### src/rtl/spi_tx_pkg.sv
package spi_tx_pkg;
    localparam int BYTE_W     = 8;
    localparam int QUEUE_DEPTH = 4;
    localparam int DIV_W      = 4;

    typedef logic [BYTE_W-1:0] byte_t;

    typedef enum logic [1:0] {
        WR_NONE = 2'd0,
        WR_BYTE = 2'd1,
        WR_HALF = 2'd2
    } wr_kind_e;

    typedef struct packed {
        wr_kind_e kind;
        byte_t    lo;
        byte_t    hi;
    } wr_req_t;

    typedef enum logic {
        SH_IDLE = 1'b0,
        SH_RUN  = 1'b1
    } sh_state_e;

    function automatic int slots_for(wr_kind_e k);
        case (k)
            WR_BYTE: return 1;
            WR_HALF: return 2;
            default: return 0;
        endcase
    endfunction
endpackage

### src/rtl/spi_tx_queue.sv
module spi_tx_queue
    import spi_tx_pkg::*;
#(
    parameter int DEPTH = QUEUE_DEPTH,
    localparam int PW = $clog2(DEPTH),
    localparam int CW = $clog2(DEPTH + 1)
) (
    input  logic          clk,
    input  logic          rst,
    input  wr_req_t       req,
    input  logic          pop,
    output byte_t         head,
    output logic [CW-1:0] count,
    output logic          ovf
);
    byte_t         mem [DEPTH];
    logic [PW-1:0] wp_q, rp_q;
    logic [CW-1:0] count_q;
    logic          ovf_q;

    logic [CW-1:0] need, free_slots, add;
    logic          accept, drop, pop_ok;
    logic [PW-1:0] wp_n1, wp_n2, rp_n1;

    function automatic logic [PW-1:0] step(input logic [PW-1:0] p);
        return (p == PW'(DEPTH - 1)) ? '0 : p + 1'b1;
    endfunction

    always_comb begin
        need       = CW'(slots_for(req.kind));
        free_slots = CW'(DEPTH) - count_q;
        accept     = (need != '0) && (need <= free_slots);
        drop       = (need != '0) && (need > free_slots);
        pop_ok     = pop && (count_q != '0);
        add        = accept ? need : '0;
        wp_n1      = step(wp_q);
        wp_n2      = step(wp_n1);
        rp_n1      = step(rp_q);
    end

    always_ff @(posedge clk) begin
        if (accept) begin
            mem[wp_q] <= req.lo;
            if (req.kind == WR_HALF) mem[wp_n1] <= req.hi;
        end
    end

    always_ff @(posedge clk) begin
        if (rst) begin
            wp_q    <= '0;
            rp_q    <= '0;
            count_q <= '0;
            ovf_q   <= 1'b0;
        end else begin
            if (accept) wp_q <= (req.kind == WR_HALF) ? wp_n2 : wp_n1;
            if (pop_ok) rp_q <= rp_n1;
            count_q <= count_q + add - CW'(pop_ok);
            ovf_q   <= ovf_q | drop;
        end
    end

    assign head  = mem[rp_q];
    assign count = count_q;
    assign ovf   = ovf_q;

    p_count_bound_r1: assert property (@(posedge clk) disable iff (rst)
        count_q <= CW'(DEPTH));
    p_ovf_sticky_r5: assert property (@(posedge clk) disable iff (rst)
        ovf_q |=> ovf_q);
    p_drop_no_add_r5: assert property (@(posedge clk) disable iff (rst)
        (drop && !pop_ok) |=> $stable(count_q));
endmodule

### src/rtl/spi_tx_refill_flag.sv
module spi_tx_refill_flag
    import spi_tx_pkg::*;
#(
    parameter int DEPTH = QUEUE_DEPTH,
    localparam int CW = $clog2(DEPTH + 1),
    localparam int HALF = DEPTH / 2
) (
    input  logic          clk,
    input  logic          rst,
    input  logic [CW-1:0] count,
    input  logic          irq_en,
    output logic          txe,
    output logic          irq
);
    logic armed_q;

    always_comb begin
        txe = (count <= CW'(HALF)) || (armed_q && (count != CW'(DEPTH)));
        irq = txe && irq_en;
    end

    always_ff @(posedge clk) begin
        if (rst) armed_q <= 1'b1;
        else     armed_q <= txe;
    end

    p_txe_low_half_r2: assert property (@(posedge clk) disable iff (rst)
        (count <= CW'(HALF)) |-> txe);
    p_txe_hold_r3: assert property (@(posedge clk) disable iff (rst)
        txe |=> (txe || count == CW'(DEPTH)));
    p_txe_full_r3: assert property (@(posedge clk) disable iff (rst)
        (count == CW'(DEPTH)) |-> !txe);
endmodule

### src/rtl/spi_tx_shifter.sv
module spi_tx_shifter
    import spi_tx_pkg::*;
#(
    parameter int W = BYTE_W,
    parameter int DW = DIV_W,
    localparam int BW = $clog2(W)
) (
    input  logic          clk,
    input  logic          rst,
    input  logic [DW-1:0] div,
    input  logic          have_data,
    input  logic [W-1:0]  head,
    output logic          pop,
    output logic          sclk,
    output logic          mosi,
    output logic          active
);
    sh_state_e     state_q;
    logic [DW-1:0] div_cnt_q;
    logic [BW-1:0] bit_q;
    logic [W-1:0]  sh_q;
    logic          sclk_q;
    logic          tick, last_fall;

    always_comb begin
        tick      = (div_cnt_q == div);
        last_fall = (state_q == SH_RUN) && tick && sclk_q && (bit_q == BW'(W - 1));
        pop       = ((state_q == SH_IDLE) && have_data) || (last_fall && have_data);
    end

    always_ff @(posedge clk) begin
        if (rst) begin
            state_q   <= SH_IDLE;
            div_cnt_q <= '0;
            bit_q     <= '0;
            sh_q      <= '0;
            sclk_q    <= 1'b0;
        end else begin
            case (state_q)
                SH_IDLE: begin
                    sclk_q <= 1'b0;
                    if (have_data) begin
                        sh_q      <= head;
                        state_q   <= SH_RUN;
                        div_cnt_q <= '0;
                        bit_q     <= '0;
                    end
                end
                default: begin
                    if (tick) begin
                        div_cnt_q <= '0;
                        if (!sclk_q) begin
                            sclk_q <= 1'b1;
                        end else begin
                            sclk_q <= 1'b0;
                            if (bit_q == BW'(W - 1)) begin
                                bit_q <= '0;
                                if (have_data) sh_q <= head;
                                else           state_q <= SH_IDLE;
                            end else begin
                                sh_q  <= sh_q << 1;
                                bit_q <= bit_q + 1'b1;
                            end
                        end
                    end else begin
                        div_cnt_q <= div_cnt_q + 1'b1;
                    end
                end
            endcase
        end
    end

    assign sclk   = sclk_q;
    assign mosi   = (state_q == SH_RUN) ? sh_q[W-1] : 1'b0;
    assign active = (state_q == SH_RUN);

    p_sclk_idle_low_r6: assert property (@(posedge clk) disable iff (rst)
        !active |-> !sclk);
    p_mosi_hold_high_r6: assert property (@(posedge clk) disable iff (rst)
        sclk |=> (!sclk || $stable(mosi)));
    p_back_to_back_r8: assert property (@(posedge clk) disable iff (rst)
        (active && pop) |=> active);
endmodule

### src/rtl/spi_tx_queue_top.sv
module spi_tx_queue_top
    import spi_tx_pkg::*;
#(
    parameter int DEPTH = QUEUE_DEPTH,
    parameter int DW = DIV_W,
    localparam int CW = $clog2(DEPTH + 1)
) (
    input  logic          clk,
    input  logic          rst,
    input  logic          wr_en,
    input  logic          wr_half,
    input  logic [15:0]   wr_data,
    input  logic [DW-1:0] div,
    input  logic          irq_en,
    output logic          sclk,
    output logic          mosi,
    output logic          txe,
    output logic          irq,
    output logic          tx_empty,
    output logic          busy,
    output logic          ovf_err
);
    wr_req_t       req;
    byte_t         head;
    logic [CW-1:0] count;
    logic          pop, active;

    always_comb begin
        req.kind = !wr_en ? WR_NONE : (wr_half ? WR_HALF : WR_BYTE);
        req.lo   = wr_data[7:0];
        req.hi   = wr_data[15:8];
    end

    spi_tx_queue #(.DEPTH(DEPTH)) u_queue (
        .clk(clk), .rst(rst), .req(req), .pop(pop),
        .head(head), .count(count), .ovf(ovf_err)
    );

    spi_tx_refill_flag #(.DEPTH(DEPTH)) u_flag (
        .clk(clk), .rst(rst), .count(count), .irq_en(irq_en),
        .txe(txe), .irq(irq)
    );

    spi_tx_shifter #(.W(BYTE_W), .DW(DW)) u_shift (
        .clk(clk), .rst(rst), .div(div), .have_data(count != '0),
        .head(head), .pop(pop), .sclk(sclk), .mosi(mosi), .active(active)
    );

    assign tx_empty = (count == '0) && !active;
    assign busy     = !tx_empty;

    p_empty_quiet_r9: assert property (@(posedge clk) disable iff (rst)
        tx_empty |-> (!sclk && !mosi));
endmodule

### config.mk
export PLATFORM = sky130hd
export DESIGN_NAME = spi_tx_queue_top
export DESIGN_NICKNAME = d
export VERILOG_FILES = /design/src/rtl/spi_tx_pkg.sv /design/src/rtl/spi_tx_queue.sv /design/src/rtl/spi_tx_refill_flag.sv /design/src/rtl/spi_tx_shifter.sv /design/src/rtl/spi_tx_queue_top.sv
export SDC_FILE = /design/constraint.sdc
export NUM_CORES = 1
export LEC_CHECK = 0
export BUFFER_PORTS_ARGS = -buffer_cell sky130_fd_sc_hd__buf_2
export CORE_MARGIN = 5
export CORE_UTILIZATION = 40
export DETAILED_ROUTE_END_ITERATION = 8
export GPL_ROUTABILITY_DRIVEN = 1
export PLACE_DENSITY_LB_ADDON = 0.05
export SETUP_SLACK_MARGIN = 0.05
export SYNTH_ARGS = -nofsm -noshare
export SYNTH_HDL_FRONTEND = slang
export SYNTH_SLANG_ARGS = --single-unit
### constraint.sdc
create_clock -name clk -period 2.9 [get_ports clk]
set_clock_uncertainty 0.05 [all_clocks]
set_input_delay 0.29 -clock clk [delete_from_list [all_inputs] [get_ports clk]]
set_output_delay 0.29 -clock clk [all_outputs]
set_load 0.02 [all_outputs]
==> results.yml, run 1 <==
placement:
  io_buffers: 31
  dp_cells: 422
  hpwl_mm: 4.75
  gp_congestion: 0.710
  placed_area_um2: 3710
cells_and_area:
  final_util_pct: 47.4
  layout_commonest_cell: "mux2_2"
  regArea_um2: 1520
  n_antenna_cell: 0
  final_nets: 373
  fin_area_um2: 3910
  fin_cells: 438
  drive_above_1_share_pct: 32.7
  n_fill_cell: 777
  mostFrequentLayoutCells: "mux2_2, edfxtp_1, buf_2"
  syn_to_final_growth_pct: 15.0
  multi_input_area_um2: 1750
die:
  dieArea_um2: 10500
  die_w_um: 102
  start_util_pct: 41.2
  core-area_um2: 8260
  io-pin-count: 32
  chipHeight_um: 102
  num_rows: 33
grt:
  grt_pass1_vias: 2282
  grt_pass1_wl_mm: 11.3
  grt_use_total_pct: 14.3
  grt-ovfl-total: 0
  grt_max_degree: 42
  antenna_found_initial: 0
synth:
  synth_nets: 332
  dominantRegCellSynth: "edfxtp_1"
  synth_cells: 287
  netlist_area_um2: 3400
  seq_area_frac_synth_pct: 44.7
  ys_top_cells_by_area: "edfxtp_1, dfxtp_1, mux2_2"
  synthDistinctLibCells: 45
  synth_warnings: 0
  async_flop_share_pct: 0
  synth_top_cell_area_share_pct: 28.2
  synth-seq-cells: 60
  synth_edf_count: 32
  yosysTopAreaCell: "edfxtp_1"
  avgSynthCellArea_um2: 11.9
routing:
  routedWlPerCell_um: 15.3
  totalWireLength_mm: 6.71
  ant_nets: 0
  via_per_inst: 5.12
  vias: 2241
  first_iter_violations: 45
  drt_pre_antenna_iters: 4
  drc: 0
worst_hold_path:
  min_path_type: "in -> reg"
clocking:
  clk_latency_ns: 0.33
  cts_tree: "done"
  cts.sinks: 60
  cts_buffers: 9
  clkTransAtPathRegs_ns: 0.07
  h-tree-depth: 3
  cts_root_buf: "clkbuf_8"
  cts.path.max_buffers: 2
pwr:
  p_int_w: 0.00211
  pwr-share-comb_pct: 39.0
  power.switching_w: 0.00112
  p_per_area_nw_per_um2: 827
  p_leak_nw: 1.53
  swShare_pct: 34.7
  ir_drop_mv: 0.328
  pwr-share-seq_pct: 38.1
  p_clk_share_pct: 22.9
outcome:
  outcome: "complete, no violations"
timing:
  fin_crit_sh_pct: 92.7
  fmax_ghz: 0.372
  rsz0062_at_grt: "no"
  tns_ns: 0
  post-route-min-period_ns: 2.69
  worstMarginPinSlew_ns: 0.680
  finalHoldViolations: 0
  maxSlewViolCount: 0
  setup_viol: 0
  relSlewSlack_pct: 54.6
critical_path:
  cpPeakStageDelay_ns: 0.48
  crit_fanout: 4
  critPathSlowestCell: "fa_1"
  crit_type: "reg -> reg"
  end_kind: "flop"
  worstPathRequired_ns: 3.05
  cp-start-kind: "flop"
  crit_top_cell: "ha_1"
  cp.arrival_ns: 2.84
  crit_chain: "inv_1 -> ha_1 -> inv_1 -> ha_1 -> nor2b_4 -> o211ai_4 -> nand2_1 -> ha_1 -> fa_1 -> xnor2_2 -> xnor2_1 -> nor2_1"
job:
  maxCapViolCount: 0
## sequential cells by signal, indices dropped and copies added (netlist names), named ones only
signal             flops
u_queue.rp_q           2
u_shift.bit_q          3
u_queue.mem           32
u_queue.wp_q           2
u_queue.ovf            1
u_shift.active         1
u_shift.sh_q           8
u_queue.count          3
u_shift.sclk           1
u_shift.div_cnt_q      4
u_flag.armed_q         1
## repair_timing
item | CTS | global route
buffers inserted | 0 | 0
setup endpoints to repair | 0 | 1
hold buffers | 0 | 0
gates resized for setup | 0 | 1
## through the flow
| stage | hold slack, ns | worst slack, ns | total power [W] |
|---|---|---|---|
| 2_1_floorplan | 0.407 | 0.158 | 0.00217 |
| 3_3_place_gp | 0.404 | 0.270 | 0.00250 |
| 3_5_place_dp | 0.407 | 0.186 | 0.00251 |
| 4_1_cts | 0.224 | 0.185 | 0.00327 |
| 5_1_grt | 0.226 | 0.0839 | 0.00348 |
| 6_report | 0.250 | 0.211 | 0.00324 |
## cells in the mapped netlist (5+ instances only)
cell type   n
nand3_1     8
nand2b_1   14
mux4_1      6
o21ai_0     8
a21oi_1    13
ha_1       19
clkbuf_1    6
mux2_2     35
inv_1      14
nand2_1    15
nor2_1     10
a211o_1     5
xnor2_1     9
mux2i_1     8
edfxtp_1   32
dfxtp_1    28
## worst max-delay path, delay by kind of cell (launching register included)
family,cells,cell delay [ns]
AO/OA/AOI/OAI,1,0.16
flip-flops,1,0.33
adder cells (fa/ha/maj),4,1.35
buffers and inverters,2,0.13
XOR/XNOR,2,0.28
AND/OR/NAND/NOR,3,0.27
## path summary, 6_finish.rpt
path | from | to | cells past startpoint | slack [ns]
max | u_queue.count[0] | u_queue.count[2] | 12 | 0.21
min | wr_data[4] | u_queue.mem[0][4] | 2 | 0.25
max reg2reg | u_queue.count[0] | u_queue.count[2] | 12 | 0.21
min reg2reg | u_queue.ovf | u_queue.ovf | 2 | 0.42
## cell type report
class	count	area share, %
Multi-Input combinational cell	198	44.8
Sequential cell	60	38.9
Timing Repair Buffer	44	6.46
Tap cell	105	3.36
Clock buffer	9	3.16
Clock inverter	7	1.95
Inverter	15	1.44
## cells by family after synthesis
group | share of synthesized area, %
flops | 44.7
simple gates | 13.1
mux | 19.9
compound gates | 8.38
fa+ha+maj | 7.57
buf+inv | 4.08
xor+xnor | 2.32
## layer usage
metal / track usage [%] / vias to the layer above / wire [um]
met2: 23.4 / 31 / 3200
li1: - / 1134 / -
met1: 18.4 / 1070 / 3210
met5: 0 / - / 0
met3: 3.96 / 6 / 227
met4: 4.24 / 0 / 69
## power by group through the flow
| stage | clock network [W] | registers [W] | logic (W) |
|---|---|---|---|
| after CTS | 0.000771 | 0.00124 | 0.00126 |
| after global placement | 0 | 0.00125 | 0.00125 |
| final | 0.000741 | 0.00123 | 0.00126 |
| after floorplan | 0 | 0.00120 | 0.000971 |
| after detailed placement | 0 | 0.00126 | 0.00125 |
| after global routing | 0.000816 | 0.00126 | 0.00141 |
Power figures use the tool's default switching activity.
==> inputs of run 2 (changes only) <==
clock period = 3.1 ns   (was 2.9 ns; I/O delays follow)
==> run 2 against run 1 <==
Setup slack better by 0.088 ns. Sequential power shrank 6%. Via count shrank 0.31%. Hold slack lost 0.00056 ns. Critical path depth is the same. First-iteration DRC count grew 13%. Final area down 2.0%. Register-to-register slack improved by 0.09 ns. Routed wire length rose by 3.7%. Cell count decreased by 1.4%. Critical path type unchanged. Largest cell class unchanged. Largest power group is now registers.
==> results.yml, run 2 (synthesis results as in run 1) <==
timing:
  tns_ns: 0
  post-route-min-period_ns: 2.80
  fin_crit_sh_pct: 90.4
  rsz0062_at_grt: "no"
  fmax_ghz: 0.357
  maxSlewViolCount: 0
  finalHoldViolations: 0
  worstMarginPinSlew_ns: 0.691
  setup_viol: 0
  relSlewSlack_pct: 53.8
  hold_slack_ns: 0.250
pwr:
  p_leak_nw: 1.47
  p_per_area_nw_per_um2: 759
  ir_drop_mv: 0.308
placement:
  io_buffers: 31
  dp_cells: 416
  gp_congestion: 0.736
  hpwl_mm: 4.74
die:
  die_w_um: 102
  core-area_um2: 8260
  chipHeight_um: 102
  io-pin-count: 32
  dieArea_um2: 10500
  num_rows: 33
  start_util_pct: 41.2
critical_path:
  reg2reg_depth: 12
  worstPathRequired_ns: 3.26
  crit_fanout: 10
  rr_startpoint: "u_queue.count[0]"
  r2r-end: "u_queue.count[2]"
  crit_type: "reg -> reg"
  end_kind: "flop"
  regToRegSetupSlack_ns: 0.30
  cp-start-kind: "flop"
  cp.arrival_ns: 2.96
clocking:
  cts_resized: 0
  post-cts-setup-buffers: 0
  cts.path.max_buffers: 2
  cts_buffers: 9
  h-tree-depth: 3
  clkTransAtPathRegs_ns: 0.09
  cts_tree: "done"
  postCtsHoldBufs: 0
  clk_latency_ns: 0.35
  cts.sinks: 60
  cts_root_buf: "clkbuf_8"
grt:
  grt_pass1_vias: 2317
  grt_use_total_pct: 14.3
  grt-ovfl-total: 0
  grt_pass1_wl_mm: 11.5
  grt_max_degree: 42
  antenna_found_initial: 0
cells_and_area:
  syn_to_final_growth_pct: 12.7
  drive_above_1_share_pct: 31.2
  n_antenna_cell: 0
  final_nets: 367
  mostFrequentLayoutCells: "mux2_2, edfxtp_1, buf_2"
  fin_cells: 432
  reg_top3: "u_queue.mem (32), u_shift.sh_q (8), u_shift.div_cnt_q (4)"
  largest_reg_flops: 32
  layout_commonest_cell: "mux2_2"
  top_register: "u_queue.mem"
routing:
  totalWireLength_mm: 6.96
  via_per_inst: 5.17
  first_iter_violations: 51
  drc: 0
  routedWlPerCell_um: 16.1
  drt_pre_antenna_iters: 5
  ant_nets: 0
  vias: 2234
worst_hold_path:
  min_path_type: "in -> reg"
  hp-start: "wr_data[4]"
  whs_path_depth: 2
  hold_end: "u_queue.mem[1][4]"
job:
  maxCapViolCount: 0
outcome:
  outcome: "complete, no violations"
[run 2: critical path, cell delays in order (launching register included)]
cell,delay [ns]
dfxtp_1,0.34
inv_1,0.09
ha_1,0.22
ha_1,0.30
or2_2,0.36
o21ai_2,0.17
xnor2_1,0.17
ha_1,0.16
inv_1,0.05
fa_1,0.37
xnor2_1,0.19
xnor2_1,0.14
nor2_1,0.05
[run 2: layer usage]
metal	up-vias	share of wire, %	GRT usage (%)
met5	-	0	0
met4	0	1.4	5.45
met3	9	3.5	3.69
met2	42	47	23.5
met1	1061	48	18.2
li1	1122	-	-
[run 2: cell type report]
cell class	count	area, um2
sequential	60	1520
tap	105	131
inverter	15	56.3
timing repair buffer	38	208
clock inverter	7	52.6
multi-input combinational	198	1740
clock buffer	9	124
fill	822	4420
[run 2: how the worst max path moves through the flow]
stage                      from  depth (start not counted)               end  slack, ns
2_1_floorplan  u_queue.count[0]                         13  u_queue.count[2]       0.36
3_3_place_gp   u_queue.count[0]                         12  u_queue.count[2]       0.37
3_5_place_dp   u_queue.count[0]                         12  u_queue.count[2]       0.29
4_1_cts        u_queue.count[0]                         12  u_queue.count[2]       0.28
5_1_grt        u_queue.count[0]                         13  u_queue.count[2]       0.11
6_report       u_queue.count[0]                         12  u_queue.count[2]       0.30
[run 2: where the power goes]
part,total (W),switching (W),internal (W),leakage (nW)
clock network,0.000643,0.000351,0.000292,0.0779
logic,0.00111,0.000595,0.000512,0.872
registers,0.00116,0.000123,0.00104,0.525
[run 2: through the flow]
| step | cell area (um2) | setup WS [ns] | power (W) | utilization, % |
|---|---|---|---|---|
| 5_1_grt | 3840 | 0.110 | 0.00311 | 46.5 |
| 2_1_floorplan | 3400 | 0.358 | 0.00203 | - |
| 3_5_place_dp | 3660 | 0.291 | 0.00230 | 44.3 |
| 4_1_cts | 3840 | 0.275 | 0.00295 | 46.5 |
| 3_3_place_gp | 3660 | 0.366 | 0.00230 | 44.3 |
| 6_report | 3840 | 0.298 | 0.00291 | 46.5 |
